### src/rtl/i2cq_pkg.sv
package i2cq_pkg;
  localparam int CMD_W       = 11;
  localparam int TEN_BIT_POS = 12;

  typedef enum logic [2:0] {
    RA_DATA   = 3'd0,
    RA_TARGET = 3'd1,
    RA_ENABLE = 3'd2,
    RA_ENSTAT = 3'd3,
    RA_TXLVL  = 3'd4,
    RA_RXLVL  = 3'd5,
    RA_TXTHR  = 3'd6,
    RA_RXTHR  = 3'd7
  } reg_addr_e;

  typedef struct packed {
    logic       restart;
    logic       stop;
    logic       rd;
    logic [7:0] data;
  } cmd_t;
endpackage

### src/rtl/i2cq_fifo.sv
module i2cq_fifo #(
  parameter int W     = 8,
  parameter int DEPTH = 8
) (
  input  logic                         clk,
  input  logic                         rst,
  input  logic                         flush,
  input  logic                         push,
  input  logic [W-1:0]                 din,
  input  logic                         pop,
  output logic [W-1:0]                 dout,
  output logic                         full,
  output logic                         empty,
  output logic [$clog2(DEPTH+1)-1:0]   level
);
  localparam int AW = (DEPTH > 1) ? $clog2(DEPTH) : 1;
  localparam int LW = $clog2(DEPTH+1);

  logic [W-1:0]  mem [DEPTH];
  logic [AW-1:0] wr_ptr, rd_ptr;
  logic [LW-1:0] cnt;
  logic          do_push, do_pop;

  assign full    = (cnt == LW'(DEPTH));
  assign empty   = (cnt == '0);
  assign do_push = push && !full && !flush;
  assign do_pop  = pop && !empty && !flush;
  assign level   = cnt;
  assign dout    = mem[rd_ptr];

  // storage without reset so it maps onto RAM
  always_ff @(posedge clk) begin
    if (do_push) mem[wr_ptr] <= din;
  end

  always_ff @(posedge clk) begin
    if (rst || flush) begin
      wr_ptr <= '0;
      rd_ptr <= '0;
      cnt    <= '0;
    end else begin
      if (do_push) wr_ptr <= (wr_ptr == AW'(DEPTH-1)) ? '0 : wr_ptr + 1'b1;
      if (do_pop)  rd_ptr <= (rd_ptr == AW'(DEPTH-1)) ? '0 : rd_ptr + 1'b1;
      case ({do_push, do_pop})
        2'b10:   cnt <= cnt + 1'b1;
        2'b01:   cnt <= cnt - 1'b1;
        default: cnt <= cnt;
      endcase
    end
  end

  AST_FULL_HOLDS: assert property (@(posedge clk) disable iff (rst)
    (push && full && !pop && !flush) |=> (level == $past(level)));
  AST_FLUSH_EMPTIES: assert property (@(posedge clk) disable iff (rst)
    flush |=> (level == '0));
  AST_LEVEL_BOUND: assert property (@(posedge clk) disable iff (rst)
    level <= LW'(DEPTH));
endmodule

### src/rtl/i2cq_enable.sv
module i2cq_enable (
  input  logic clk,
  input  logic rst,
  input  logic en_req,
  input  logic eng_idle,
  output logic en_stat
);
  always_ff @(posedge clk) begin
    if (rst)           en_stat <= 1'b0;
    else if (eng_idle) en_stat <= en_req;
  end

  AST_HOLD_WHILE_BUSY: assert property (@(posedge clk) disable iff (rst)
    !eng_idle |=> (en_stat == $past(en_stat)));
endmodule

### src/rtl/i2cq_frontend.sv
module i2cq_frontend
  import i2cq_pkg::*;
#(
  parameter int TX_DEPTH = 8,
  parameter int RX_DEPTH = 8
) (
  input  logic        clk,
  input  logic        rst,
  input  logic        reg_wr,
  input  logic        reg_rd,
  input  logic [2:0]  reg_addr,
  input  logic [15:0] reg_wdata,
  output logic [15:0] reg_rdata,
  output logic        eng_cmd_valid,
  input  logic        eng_cmd_ready,
  output logic [10:0] eng_cmd,
  input  logic        eng_rx_valid,
  input  logic [7:0]  eng_rx_data,
  input  logic        eng_idle,
  input  logic        eng_abort,
  output logic [9:0]  tgt_addr,
  output logic        tgt_ten,
  output logic        tx_empty,
  output logic        rx_full,
  output logic        tx_over,
  output logic        rx_under
);
  localparam int TX_LW = $clog2(TX_DEPTH+1);
  localparam int RX_LW = $clog2(RX_DEPTH+1);

  reg_addr_e          addr;
  logic               wr_data, rd_data, tx_push, tx_pop;
  cmd_t               cmd_in, cmd_head;
  logic               tx_full, tx_mt, rx_full_f, rx_mt;
  logic [TX_LW-1:0]   tx_lvl, tx_thr;
  logic [RX_LW-1:0]   rx_lvl, rx_thr;
  logic [7:0]         rx_head;
  logic               en_req, en_stat;
  logic               unused_bits;

  assign addr        = reg_addr_e'(reg_addr);
  assign wr_data     = reg_wr && (addr == RA_DATA);
  assign rd_data     = reg_rd && (addr == RA_DATA);
  assign tx_push     = wr_data && en_req;
  assign unused_bits = ^reg_wdata;

  always_comb begin
    cmd_in.restart = reg_wdata[10];
    cmd_in.stop    = reg_wdata[9];
    cmd_in.rd      = reg_wdata[8];
    cmd_in.data    = reg_wdata[8] ? 8'h00 : reg_wdata[7:0];
  end

  i2cq_fifo #(.W(CMD_W), .DEPTH(TX_DEPTH)) u_txq (
    .clk(clk), .rst(rst), .flush(eng_abort),
    .push(tx_push), .din(cmd_in),
    .pop(tx_pop), .dout(cmd_head),
    .full(tx_full), .empty(tx_mt), .level(tx_lvl)
  );

  i2cq_fifo #(.W(8), .DEPTH(RX_DEPTH)) u_rxq (
    .clk(clk), .rst(rst), .flush(eng_abort),
    .push(eng_rx_valid), .din(eng_rx_data),
    .pop(rd_data), .dout(rx_head),
    .full(rx_full_f), .empty(rx_mt), .level(rx_lvl)
  );

  i2cq_enable u_en (
    .clk(clk), .rst(rst), .en_req(en_req), .eng_idle(eng_idle), .en_stat(en_stat)
  );

  assign eng_cmd_valid = !tx_mt && en_stat;
  assign eng_cmd       = cmd_head;
  assign tx_pop        = eng_cmd_valid && eng_cmd_ready;

  // configuration registers
  always_ff @(posedge clk) begin
    if (rst) begin
      en_req   <= 1'b0;
      tgt_addr <= '0;
      tgt_ten  <= 1'b0;
      tx_thr   <= '0;
      rx_thr   <= '0;
    end else if (reg_wr) begin
      case (addr)
        RA_ENABLE: en_req <= reg_wdata[0];
        RA_TARGET: begin
          tgt_addr <= reg_wdata[9:0];
          tgt_ten  <= reg_wdata[TEN_BIT_POS];
        end
        RA_TXTHR:  tx_thr <= reg_wdata[TX_LW-1:0];
        RA_RXTHR:  rx_thr <= reg_wdata[RX_LW-1:0];
        default:   ;
      endcase
    end
  end

  // registered indications
  always_ff @(posedge clk) begin
    if (rst) begin
      tx_over  <= 1'b0;
      rx_under <= 1'b0;
      tx_empty <= 1'b0;
      rx_full  <= 1'b0;
    end else begin
      tx_over  <= tx_push && tx_full;
      rx_under <= rd_data && rx_mt;
      tx_empty <= (tx_lvl <= tx_thr);
      rx_full  <= (rx_lvl > rx_thr);
    end
  end

  // registered read port
  always_ff @(posedge clk) begin
    if (rst) begin
      reg_rdata <= '0;
    end else if (reg_rd) begin
      case (addr)
        RA_DATA:   reg_rdata <= {8'h00, rx_mt ? 8'h00 : rx_head};
        RA_TARGET: reg_rdata <= {3'b000, tgt_ten, 2'b00, tgt_addr};
        RA_ENABLE: reg_rdata <= {15'd0, en_req};
        RA_ENSTAT: reg_rdata <= {15'd0, en_stat};
        RA_TXLVL:  reg_rdata <= 16'(tx_lvl);
        RA_RXLVL:  reg_rdata <= 16'(rx_lvl);
        RA_TXTHR:  reg_rdata <= 16'(tx_thr);
        RA_RXTHR:  reg_rdata <= 16'(rx_thr);
        default:   reg_rdata <= '0;
      endcase
    end
  end

  AST_OFF_NO_OVER: assert property (@(posedge clk) disable iff (rst)
    (wr_data && !en_req) |=> !tx_over);
  AST_UNDER_FLAG: assert property (@(posedge clk) disable iff (rst)
    (rd_data && rx_lvl == '0 && !eng_abort) |=> rx_under);
  AST_OFF_QUEUE_HELD: assert property (@(posedge clk) disable iff (rst)
    (!en_stat && !tx_push && !eng_abort) |=> (tx_lvl == $past(tx_lvl)));
  AST_RX_FULL_IDLE: assert property (@(posedge clk) disable iff (rst)
    (rx_full_f && !rd_data && !eng_abort) |=> rx_full_f);
endmodule

### config.mk
export PLATFORM = sky130hd
export DESIGN_NAME = i2cq_frontend
export DESIGN_NICKNAME = d
export VERILOG_FILES = /design/src/rtl/i2cq_pkg.sv /design/src/rtl/i2cq_fifo.sv /design/src/rtl/i2cq_enable.sv /design/src/rtl/i2cq_frontend.sv
export SDC_FILE = /design/constraint.sdc
export NUM_CORES = 1
export LEC_CHECK = 0
export BUFFER_PORTS_ARGS = -buffer_cell sky130_fd_sc_hd__buf_2
export CAP_MARGIN = 20
export CORE_UTILIZATION = 39
export DETAILED_ROUTE_END_ITERATION = 10
export PLACE_DENSITY = 0.63
export REMOVE_ABC_BUFFERS = 1
export SYNTH_ARGS = -nofsm -noshare
export SYNTH_HDL_FRONTEND = slang
export SYNTH_SLANG_ARGS = --single-unit
### constraint.sdc
create_clock -name clk -period 4.8 [get_ports clk]
set_clock_uncertainty 0.2 [all_clocks]
set_input_delay 0.24 -clock clk [delete_from_list [all_inputs] [get_ports clk]]
set_output_delay 0.24 -clock clk [all_outputs]
set_load 0.01 [all_outputs]
==> results of run 1 <==
worst reg2reg max path, cell delays in order, from the launching register on:
cell and delay, ns:
dfxtp_1 0.42, inv_1 0.08, o41ai_2 0.56, nor2_1 0.10
inv_1 0.23, ha_1 0.33, xor2_1 0.19, ha_1 0.17
a21oi_1 0.05, xor2_1 0.18, or3_1 0.31, a21oi_1 0.15
power groups by stage:
stage | Sequential [W] | Combinational, W | Clock (W)
floorplan | 0.00204 | 0.0000485 | 0
global placement | 0.00204 | 0.000110 | 0
detailed placement | 0.00204 | 0.000115 | 0
CTS | 0.00200 | 0.000131 | 0.00177
global route | 0.00200 | 0.000142 | 0.00185
finish | 0.00200 | 0.000129 | 0.00173
layer usage:
| metal | vias to the layer above | part of all wire | GRT usage |
|---|---|---|---|
| met4 | 0 | 0.026 | 0.0544 |
| met3 | 33 | 0.035 | 0.0315 |
| met1 | 2610 | 0.42 | 0.191 |
| met2 | 96 | 0.52 | 0.298 |
| li1 | 2466 | - | - |
| met5 | - | 0 | 0 |
registers in the layout, summed over array words and instances, names as in the netlist, 4 cells and up, named ones only:
| signal | flops |
|---|---|
| u_rxq.level | 4 |
| u_txq.level | 4 |
| tx_thr | 4 |
| u_txq.mem | 88 |
| reg_rdata | 11 |
| rx_thr | 4 |
| tgt_addr | 10 |
| u_rxq.mem | 64 |
final timing paths:
| path | cells after the start | endpoint | slack, ns | from |
|---|---|---|---|---|
| hold reg to reg | 2 | reg_rdata[12]$_SDFFE_PP0P_ | 0.27 | reg_rdata[12]$_SDFFE_PP0P_ |
| setup reg to reg | 11 | u_rxq.level[2]$_SDFFE_PP0P_ | 1.77 | u_rxq.level[3]$_SDFFE_PP0P_ |
| setup / recovery | 11 | u_rxq.level[2]$_SDFFE_PP0P_ | 1.77 | u_rxq.level[3]$_SDFFE_PP0P_ |
| hold / removal | 4 | u_txq.rd_ptr[1]$_SDFFE_PP0N_ | 0.02 | eng_abort |
area by class of cell:
cell class | instances | area share
Clock buffer | 35 | 0.0647
Clock inverter | 9 | 0.00675
Inverter | 11 | 0.00391
Multi-Input combinational cell | 342 | 0.276
Sequential cell | 214 | 0.550
Tap cell | 280 | 0.0332
Timing Repair Buffer | 106 | 0.0656
per-stage QoR:
step,utilization,hold slack (ns),std cells,power [W]
floorplan,-,0.109,567,0.00209
global placement,0.431,0.257,928,0.00215
detailed placement,0.431,0.265,928,0.00215
CTS,0.476,0.00770,996,0.00390
global route,0.477,0.0494,997,0.00399
finish,0.477,0.0205,997,0.00386
cell families (layout without fill, tap and decap cells):
kind of cell	count (synthesis)	in the layout	share of synthesized area
xor+xnor	8	8	0.00785
simple gates	167	167	0.0928
other cells	1	5	0.000420
flops	214	214	0.650
buf+inv	44	161	0.0255
mux	77	77	0.150
fa+ha+maj	22	22	0.0308
compound gates	63	63	0.0426
placed cells by master (no fill, tap or decap), types with 22 or more instances in the layout:
cell and count:
dlygate4sd3_1 24, mux2_2 24, edfxtp_1 152, mux4_2 22, a21oi_1 37, nand2_1 48, dfxtp_1 62, ha_1 22
nor2_1 45, clkbuf_16 25, buf_2 68
what timing repair did:
item | in CTS | in global routing
hold buffers | 24 | 0
endpoints found under the setup margin | 0 | 0
resized for setup | 0 | 0
endpoints found under the hold margin | 118 | 0
==> results.toml, run 1 <==
[timing]
fmax_ghz = 0.330
timing.final.crit_share = 0.632
tightest_slew_ns = 0.963
setup-tns-final_ns = 0
fin_ws_ns = 1.77
rsz0062_at_grt = "no"
slew_headroom = 0.355
maxSlewViolCount = 0
period_needed_ns = 3.03
setup_viol = 0
final-hold-violation-count = 0

[synth]
synth_area_mm2 = 0.00893
synth_most_common_cell = "edfxtp_1"
synthArstFlopShare = 0
netlist_top_cells_area = "edfxtp_1 (51%), dfxtp_1 (14%), mux4_2 (5.6%)"
synth_top_area_frac = 0.511
yosysWarnings = 0
synthFlopType = "edfxtp_1"
yosys-top-cells-count = "edfxtp_1 (152), dfxtp_1 (62), nand2_1 (48)"
netlist_instances = 596
synth_edf_count = 152
synth_top_area_cell = "edfxtp_1"
seq_area_frac_synth = 0.650
avgSynthCellArea_um2 = 15.0
yosys_register_bits = 214
synth_cell_types = 53

[drt]
firstDrtPassIters = 4
vias = 5205
ant_nets = 0
drcViolationCount = 0
route.final.wire_length_um = 18800
wl_per_cell_um = 18.9
drt_iter0_drc = 280
avgViaCountPerCell = 5.22

[final_layout]
register_area_mm2 = 0.00581
num_antenna_cells = 0
drive_gt1_frac = 0.234
syn_to_final_growth_pct = 18.3
final_net_count = 756
multi_input_area_mm2 = 0.00292
nFillCells = 1918
fin_area_mm2 = 0.0106

[clock_tree]
clock_sinks = 214
cts_buffers = 24
clockBufferDepth = 3
cts_max_level = 1
cts_tree = "built"
clock_latency_ns = 0.50
postCtsSetupBuffers = 0
clk_pin_slew_worst_paths_ns = 0.06
cts-root-buf = "clkbuf_16"

[job]
cap_violations = 0

[die]
fp.dieW_um = 153
die_area_mm2 = 0.0235
rows = 54
start_util = 0.403
die_h_um = 153
fp.coreArea_mm2 = 0.0222
num_io_pins = 78

[power_and_ir_drop]
p_comb_frac = 0.034
p_leak_nw = 3.70
swShare = 0.202
p_clk_frac = 0.449
peakVddDrop_mv = 0.292
p_sw_w = 0.000778
power.density_mw_per_mm2 = 365
internal_power_w = 0.00308
pwr-share-seq = 0.518

[setup_path]
cp_slowest_stage_delay_ns = 0.56
crit_buf_inv = 2
cp-start-kind = "register"
path_cells = "inv_1 > o41ai_2 > nor2_1 > inv_1 > ha_1 > xor2_1 > ha_1 > a21oi_1 > xor2_1 > or3_1 > a21oi_1"
end_kind = "register"
crit_family = "compound AO/OA/AOI/OAI gates"
crit_type = "register to register"
crit_slowest_cell = "o41ai_2"
critical_path_peak_fanout = 8
worstPathRequired_ns = 5.03
cp.arrival_ns = 3.26

[placed_design]
dp_slack_ns = 1.77
place_congestion = 0.777
place_hpwl_um = 12300
io_buffers = 68
placed_area_mm2 = 0.00955

[status]
status = "finished, final reports clean"

[worst_hold_path]
min_path_type = "primary input to register"

[grt]
antenna_found_initial = 0
grt_pass1_vias = 5420
grt_usage = 0.163
grt_start_max_net_pins = 38
grt_pass1_wl_um = 29500
grt_overflow = 0
No activity file was read; power rests on OpenSTA's default activity.
==> inputs of run 2 (changes only) <==
- PLACE_DENSITY: 0.63 -> 0.65
- clock period: 4.8 -> 2.7 ns (I/O delays scaled with it)
==> results.toml, run 2 (synthesis gave the netlist of run 1 again) <==
[status]
status = "finished, final reports clean"

[worst_hold_path]
min_path_cells = 2
min_path_type = "primary input to register"

[power_and_ir_drop]
swShare = 0.208
p_comb_frac = 0.037
pwr-share-seq = 0.517
power.density_mw_per_mm2 = 630
internal_power_w = 0.00544
p_sw_w = 0.00143
peakVddDrop_mv = 0.424
total_power_w = 0.00686
p_clk_frac = 0.446
p_leak_nw = 3.89

[setup_path]
cp_slowest_stage_delay_ns = 0.55
r2r_cells = 11
end_kind = "primary output"
cp.arrival_ns = 2.22
crit_buf_inv = 2
critical_path_peak_fanout = 22
crit_type = "register to primary output"
crit_slowest_cell = "mux4_2"
crit_family = "multiplexers"
cp.depth = 4
cp-start-kind = "register"
worstPathRequired_ns = 2.37
path_cells = "buf_4 > mux4_2 > mux2_2 > buf_2"

[final_layout]
final_common_cell = "edfxtp_1"
utilization = 0.491
nFillCells = 1866
layout_common_cells = "edfxtp_1 (152), buf_2 (68), dfxtp_1 (60), nand2_1 (48), nor2_1 (44)"
num_antenna_cells = 0
top_regs = "u_txq.mem (88), u_rxq.mem (64), reg_rdata (11)"
drive_gt1_frac = 0.267
layoutNonFillerInstCount = 1032
largest-register = "u_txq.mem"
syn_to_final_growth_pct = 22.0
fin_area_mm2 = 0.0109
final_net_count = 792
largest_reg_flops = 88

[clock_tree]
cts_tree = "built"
cts_buffers = 23
cts-root-buf = "clkbuf_16"
clock_sinks = 214
clock_latency_ns = 0.51
clockBufferDepth = 3
postCtsSetupBuffers = 0
cts_max_level = 1
clk_pin_slew_worst_paths_ns = 0.06

[grt]
grt_overflow = 0
grt_usage = 0.168
grt_pass1_vias = 5763
grt_pass1_wl_um = 30700
antenna_found_initial = 0
grt_start_max_net_pins = 37

[die]
die_h_um = 153
start_util = 0.403
num_io_pins = 78
die_area_mm2 = 0.0235
fp.dieW_um = 153
rows = 54
fp.coreArea_mm2 = 0.0222

[timing]
setup_viol = 0
maxSlewViolCount = 0
period_needed_ns = 2.55
fmax_ghz = 0.392
tightest_slew_ns = 0.687
slew_headroom = 0.541
final-hold-violation-count = 0
timing.final.crit_share = 0.945

[placed_design]
place_hpwl_um = 13000
placed_area_mm2 = 0.00974
io_buffers = 68
place_congestion = 0.799
placed_cells = 953

[drt]
ant_nets = 0
firstDrtPassIters = 5
route.final.wire_length_um = 19500
drt_iter0_drc = 293
wl_per_cell_um = 18.9
drcViolationCount = 0
avgViaCountPerCell = 5.25
vias = 5416

[job]
cap_violations = 0
## run 2: changes by cell type in the layout (fill, tap and decap cells not counted), sizes merged
cell and delta:
inv +1, clkbuf -8, dlygate4sd3 +13, bufinv +1, clkinvlp +1, buf +24
clkinv +3
## run 2: power groups by stage
| stage | logic [W] | clock network, W | registers, W |
|---|---|---|---|
| floorplan | 0.0000863 | 0 | 0.00362 |
| finish | 0.000256 | 0.00306 | 0.00355 |
| CTS | 0.000255 | 0.00311 | 0.00355 |
| global placement | 0.000208 | 0 | 0.00362 |
| detailed placement | 0.000217 | 0 | 0.00362 |
| global route | 0.000279 | 0.00324 | 0.00355 |
## run 2: worst paths after layout
| kind | from | end | slack, ns |
|---|---|---|---|
| hold reg to reg | reg_rdata[8]$_SDFFE_PP0P_ | reg_rdata[8]$_SDFFE_PP0P_ | 0.27 |
| hold / removal | eng_rx_data[3] | u_rxq.mem[0][3]$_DFFE_PP_ | 0.22 |
| setup reg to reg | u_rxq.level[3]$_SDFFE_PP0P_ | u_rxq.level[2]$_SDFFE_PP0P_ | 0.15 |
| setup / recovery | register | eng_cmd[1] | 0.15 |
## run 2: cell type report
cell class / instances / area [um^2] / share of cell area
Sequential cell: 214 / 5810 / 0.533
Clock buffer: 27 / 601 / 0.0552
Clock inverter: 15 / 136 / 0.0125
Tap cell: 280 / 350 / 0.0322
Timing Repair Buffer: 143 / 1010 / 0.0926
Inverter: 11 / 41.3 / 0.00379
Multi-Input combinational cell: 342 / 2940 / 0.270
## run 2: per-stage QoR
step | hold slack, ns | worst slack [ns] | setup TNS [ns]
2_1_floorplan | 0.00407 | -0.0455 | -0.0455
3_3_place_gp | 0.183 | 0.106 | 0
3_5_place_dp | 0.196 | 0.0921 | 0
4_1_cts | 0.225 | 0.0533 | 0
5_1_grt | 0.242 | -0.00106 | -0.00106
6_report | 0.221 | 0.147 | 0
## run 2: metal layers
layer	wire length, um	vias to the layer above	track usage
met4	518	0	0.0558
met3	857	48	0.0235
met1	7730	2687	0.195
met5	0	-	0
met2	10400	138	0.316
li1	-	2543	-
## run 2: timing repair
action / 4_1_cts / 5_1_grt
resized for setup: 0 / 8
hold buffers: 37 / 0
hold endpoints to repair: 192 / 0
setup endpoints to repair: 0 / 4
